<file path="src/rtl/bsx_pkg.sv">
package bsx_pkg;
    localparam int unsigned DW = 32;
    localparam int unsigned AW = $clog2(DW);
    localparam int unsigned IW = 16;
    localparam int unsigned CW = 5;
    localparam int unsigned EXT_BIT = 14;
    localparam int unsigned DIR_BIT = 10;
    localparam int unsigned ARI_BIT = 9;
    localparam int unsigned FW_LSB = 6;
    localparam int unsigned FO_LSB = 0;
    localparam logic [CW-1:0] CAUSE_ILLEGAL = CW'(1);

    typedef struct packed {
        logic          ext;
        logic          left;
        logic          arith;
        logic [AW-1:0] amt;
        logic [AW-1:0] fw;
        logic [AW-1:0] fo;
        logic          bad;
        logic          trap;
    } ctrl_t;

    typedef struct packed {
        logic [DW-1:0] res;
        logic          valid;
        logic          bad;
        logic          ill;
        logic [CW-1:0] cause;
    } state_t;
endpackage

</file>
<file path="src/rtl/bsx_decode.sv">
module bsx_decode
    import bsx_pkg::*;
(
    input  logic [IW-1:0] imm,
    input  logic [DW-1:0] op_b,
    input  logic          imm_form,
    input  logic          exc_en,
    input  logic          has_shifter,
    input  logic          trap_illegal,
    output ctrl_t         ctrl
);
    logic [AW:0] span;

    always_comb begin
        ctrl       = '0;
        ctrl.ext   = imm_form & imm[EXT_BIT];
        ctrl.left  = imm[DIR_BIT];
        ctrl.arith = imm[ARI_BIT];
        ctrl.amt   = op_b[AW-1:0];
        ctrl.fw    = imm[FW_LSB +: AW];
        ctrl.fo    = imm[FO_LSB +: AW];
        span       = {1'b0, ctrl.fw} + {1'b0, ctrl.fo};
        ctrl.bad   = ctrl.ext & ((ctrl.fw == '0) | (span > (AW+1)'(DW)));
        ctrl.trap  = exc_en & trap_illegal & ~has_shifter;
    end
endmodule

</file>
<file path="src/rtl/bsx_shift.sv">
module bsx_shift
    import bsx_pkg::*;
(
    input  logic [DW-1:0] din,
    input  logic [AW-1:0] amt,
    input  logic          left,
    input  logic          arith,
    output logic [DW-1:0] dout
);
    logic [DW-1:0] stg [AW+1];
    logic [DW-1:0] src;
    logic          fill;

    always_comb begin
        fill = arith & ~left & din[DW-1];
        for (int i = 0; i < DW; i++) begin
            src[i] = left ? din[DW-1-i] : din[i];
        end
    end

    assign stg[0] = src;

    for (genvar k = 0; k < AW; k++) begin : g_stage
        localparam int unsigned STEP = 1 << k;
        assign stg[k+1] = amt[k] ? {{STEP{fill}}, stg[k][DW-1:STEP]} : stg[k];
    end

    always_comb begin
        for (int i = 0; i < DW; i++) begin
            dout[i] = left ? stg[AW][DW-1-i] : stg[AW][i];
        end
    end

    // a zero distance passes the operand through the stage network
    always_comb begin
        if (amt == '0) begin
            a_r4_zero_passthru: assert (dout == din);
        end
    end
endmodule

</file>
<file path="src/rtl/bsx_field.sv">
module bsx_field
    import bsx_pkg::*;
(
    input  logic [DW-1:0] din,
    input  logic [AW-1:0] fw,
    input  logic [AW-1:0] fo,
    output logic [DW-1:0] dout
);
    logic [DW-1:0] mask;

    always_comb begin
        mask = ~({DW{1'b1}} << fw);
        dout = (din >> fo) & mask;
    end
endmodule

</file>
<file path="src/rtl/bsx_unit.sv">
module bsx_unit
    import bsx_pkg::*;
(
    input  logic          clk,
    input  logic          rst_n,
    input  logic          in_valid,
    input  logic [31:0]   op_a,
    input  logic [31:0]   op_b,
    input  logic [15:0]   imm,
    input  logic          imm_form,
    input  logic [4:0]    dst_idx,
    input  logic          exc_en,
    input  logic          has_shifter,
    input  logic          trap_illegal,
    output logic [31:0]   res,
    output logic          res_valid,
    output logic          bad_field,
    output logic          illegal_req,
    output logic [4:0]    exc_cause
);
    ctrl_t         ctrl;
    logic [DW-1:0] shf_out;
    logic [DW-1:0] fld_out;
    state_t        st_d, st_q;

    bsx_decode u_dec (
        .imm          (imm),
        .op_b         (op_b),
        .imm_form     (imm_form),
        .exc_en       (exc_en),
        .has_shifter  (has_shifter),
        .trap_illegal (trap_illegal),
        .ctrl         (ctrl)
    );

    bsx_shift u_shf (
        .din   (op_a),
        .amt   (ctrl.amt),
        .left  (ctrl.left),
        .arith (ctrl.arith),
        .dout  (shf_out)
    );

    bsx_field u_fld (
        .din  (op_a),
        .fw   (ctrl.fw),
        .fo   (ctrl.fo),
        .dout (fld_out)
    );

    always_comb begin
        st_d       = st_q;
        st_d.valid = 1'b0;
        st_d.bad   = 1'b0;
        st_d.ill   = 1'b0;
        st_d.cause = '0;
        if (in_valid) begin
            if (ctrl.trap) begin
                st_d.ill   = 1'b1;
                st_d.cause = CAUSE_ILLEGAL;
            end else if (ctrl.bad) begin
                st_d.bad = 1'b1;
                st_d.res = '0;
            end else begin
                st_d.valid = 1'b1;
                if (dst_idx == '0) begin
                    st_d.res = '0;
                end else begin
                    st_d.res = ctrl.ext ? fld_out : shf_out;
                end
            end
        end
    end

    always_ff @(posedge clk) begin
        if (!rst_n) begin
            st_q <= '0;
        end else begin
            st_q <= st_d;
        end
    end

    assign res         = st_q.res;
    assign res_valid   = st_q.valid;
    assign bad_field   = st_q.bad;
    assign illegal_req = st_q.ill;
    assign exc_cause   = st_q.cause;

    // an outcome pulse only follows an accepted request
    a_r10_pulse_needs_req: assert property (@(posedge clk) disable iff (!rst_n)
        (res_valid || bad_field || illegal_req) |-> $past(in_valid));

    // outcomes are mutually exclusive
    a_r10_one_outcome: assert property (@(posedge clk) disable iff (!rst_n)
        $countones({res_valid, bad_field, illegal_req}) <= 1);

    // a trap request only arises from the three enabling conditions
    a_r8_trap_cause: assert property (@(posedge clk) disable iff (!rst_n)
        illegal_req |-> ($past(exc_en && trap_illegal && !has_shifter) && exc_cause == CAUSE_ILLEGAL));

    // a trap leaves the result untouched
    a_r8_no_write: assert property (@(posedge clk) disable iff (!rst_n)
        illegal_req |-> res == $past(res));

    // register zero always reads as zero
    a_r9_zero_dst: assert property (@(posedge clk) disable iff (!rst_n)
        (res_valid && $past(dst_idx) == 5'd0) |-> res == 32'd0);

    // an undefined extract yields zero
    a_r7_bad_zero: assert property (@(posedge clk) disable iff (!rst_n)
        bad_field |-> res == 32'd0);
endmodule

</file>
<file path="config.mk">
export PLATFORM = sky130hd
export DESIGN_NAME = bsx_unit
export DESIGN_NICKNAME = d
export VERILOG_FILES = /design/src/rtl/bsx_pkg.sv /design/src/rtl/bsx_decode.sv /design/src/rtl/bsx_shift.sv /design/src/rtl/bsx_field.sv /design/src/rtl/bsx_unit.sv
export SDC_FILE = /design/constraint.sdc
export NUM_CORES = 1
export LEC_CHECK = 0
export BUFFER_PORTS_ARGS = -buffer_cell sky130_fd_sc_hd__buf_2
export CAP_MARGIN = 20
export CORE_MARGIN = 10
export CORE_UTILIZATION = 50
export CTS_CLUSTER_DIAMETER = 30
export DETAILED_ROUTE_END_ITERATION = 10
export GPL_TIMING_DRIVEN = 0
export PLACE_DENSITY = 0.74
export SLEW_MARGIN = 20
export SYNTH_ARGS = -nofsm -noshare
export SYNTH_HDL_FRONTEND = slang
export SYNTH_SLANG_ARGS = --single-unit
</file>
<file path="constraint.sdc">
create_clock -name clk -period 8 [get_ports clk]
set_input_delay 1.2 -clock clk [delete_from_list [all_inputs] [get_ports clk]]
set_output_delay 1.2 -clock clk [all_outputs]
set_load 0.005 [all_outputs]
</file>
==> results.tsv <==
metric	value	unit
status	finished clean	
wl_per_cell	28.8	microns
final_hold_viol_count	0	
arrival	5260	ps
cap_violations	0	
cts.sinks	35	
cpMostUsedCell	clkbuf_1	
period_needed	5060	ps
start_kind	input pin	
tns	0	ps
synth_warnings	0	
ctsHoldBuffers	0	
root_buffer	clkbuf_16	
overflow	0	
hpwlAfterDp	26.9	mm
synth-seq-cells	35	
ys_types	76	
endpoint_kind	flop	
rsz0062_at_grt	no	
route.detailed.drc	0	
portBuffers	92	
p_leak	0.00328	uW
final_antenna_net_count	0	
syn_avg_cell_area	8.04	sq um
drtPass1Iterations	7	
synth_area_leader_cell	mux4_2	
htree_levels	2	
cts_setup_buffers	0	
p_per_area	118	nW/um^2
fmax	0.197	GHz
synthArstFlopShare	0	
insertion_delay	280	ps
ioPinCount	132	
cp_cell_sequence	buf_2, clkinv_1, buf_1, clkbuf_1, fa_1, xnor2_1, nor4b_1, mux2_2, a32oi_1, a31oi_1, nand2_1, clkbuf_1, o31ai_1	
wl	34.6	mm
finClkSkew	0	ps
synth_edf_count	0	
syn_area	7360	sq um
n_antenna_cell	0	
numCtsBuffers	5	
cp_max_fo	10	
grt_max_degree	13	
worst_slew_pin_slew	1060	ps
area_delta_synth_final	11.8	%
start_util	0.508	
grt_antenna_before_repair	1	
synthTopCellsByArea	mux4_2 20%, mux2i_1 11%, dfxtp_1 9.5%	
rows	44	
required	8190	ps
die_w	141	microns
path_delay_family	buffers and inverters	
cts_buffer_depth	2	
die_area	20000	sq um
yosysSeqAreaShare	0.0953	
syn_inst	915	
ctsResizeCount	0	
drv_slew	0	
cts_tree	yes	
grt_pass1_vias	8116	
vias	8854	
finalSetupViolations	0	
slowest_stage	fa_1	
critical_path_buf_inv_count	5	
drive_gt1_frac	0.239	
vias_per_cell	7.37	
synth.most_common_cell	nand2_1	
synth_top_area_share	0.196	
hp-class	flop to flop	
netlist_top_cells_count	103 x nand2_1, 85 x nor2_1, 83 x mux2i_1	
drtIter0Drc	1665	
finalCritPeriodShare	0.633	
post-route-util	0.568	
clk_pin_slew_worst_paths	60	ps
relSlewSlack	0.285	
core_area	14500	sq um
grt_pass1_wl	51.5	mm
nets	1115	
synthFlopType	dfxtp_1	
max_stage_delay	540	ps
path_class	input pin to flop	
place_congestion	1.08	
die_h	141	microns
nFillCells	1426	
grt.total_usage	0.328	
vdd_ir_drop_max	0.0000919	V
kinds of logic after synthesis:
| kind of cell | count (synthesis) | share of synthesized area |
|---|---|---|
| multiplexers | 181 | 0.372 |
| adder cells (fa/ha/maj) | 6 | 0.0112 |
| AND/OR/NAND/NOR | 284 | 0.173 |
| AO/OA/AOI/OAI | 273 | 0.260 |
| buffers and inverters | 133 | 0.0850 |
| other | 1 | 0.000510 |
| flip-flops | 35 | 0.0953 |
| XOR/XNOR | 2 | 0.00238 |
registers in the layout, indices dropped and copies added (netlist names):
register,flops
res,32
bad_field,1
exc_cause,1
res_valid,1
worst register-to-register path, cell delays in order (launching register included):
cell and delay (ps):
dfxtp_1 340, a21oi_1 290, o211ai_1 140, a21oi_1 320
a21oi_1 80
cell usage in the layout (no fill, tap or decap), drive strengths merged, types with 8 or more instances in the layout:
master and instances:
dfxtp 35, nor3 16, nand3 21, a32o 8, inv 13, a221oi 8, mux4 69, o22ai 17
nand2b 9, a21oi 37, buf 137, or2 8, o31ai 11, mux2i 83, o21ai 51, clkbuf 76
nor2 85, and2 10, o211ai 20, mux2 29, a211oi 18, a22oi 13, nand2 103, a31oi 19
where the power goes:
| part | leakage, uW | internal [uW] | switching [uW] |
|---|---|---|---|
| clock | 0.0000838 | 147 | 78.4 |
| sequential | 0.000286 | 187 | 6.56 |
| combinational | 0.00291 | 209 | 343 |
final timing paths:
kind | from | endpoint | slack (ps) | cells after the start
worst min register to register | res[30]$_SDFFE_PN0P_ | res[30]$_SDFFE_PN0P_ | 440 | 2
worst min-delay path | res[30]$_SDFFE_PN0P_ | res[30]$_SDFFE_PN0P_ | 440 | 2
worst max-delay path | imm[1] | res[15]$_SDFFE_PN0P_ | 2940 | 13
worst max register to register | res[13]$_SDFFE_PN0P_ | res[13]$_SDFFE_PN0P_ | 6710 | 4
per-layer routing:
layer | routed length [microns] | track usage | vias up
li1 | - | - | 3760
met3 | 4770 | 0.0738 | 124
met5 | 0 | 0 | -
met1 | 13300 | 0.442 | 4142
met4 | 1710 | 0.142 | 0
met2 | 14900 | 0.493 | 828
cell type report:
class,count,area [sq um],share of cell area
clock inverters,3,43.8,0.00532
well taps,184,230,0.0280
flip-flops and latches,35,701,0.0852
inverters,17,63.8,0.00776
clock buffers,5,125,0.0152
multi-input cells,750,6040,0.734
repair buffers,92,460,0.0560
plain buffers,116,562,0.0683
stage by stage:
step | cell area (sq um) | worst slack, ps | cells | total power (uW) | hold slack, ps
floorplan | 7370 | 3850 | 918 | 542 | 449
global placement | 8060 | 2800 | 1194 | 723 | 434
detailed placement | 8060 | 2770 | 1194 | 720 | 434
CTS | 8230 | 3060 | 1202 | 941 | 447
global route | 8230 | 2670 | 1202 | 999 | 481
finish | 8230 | 2940 | 1202 | 970 | 442
No activity file was read; power rests on OpenSTA's default activity.
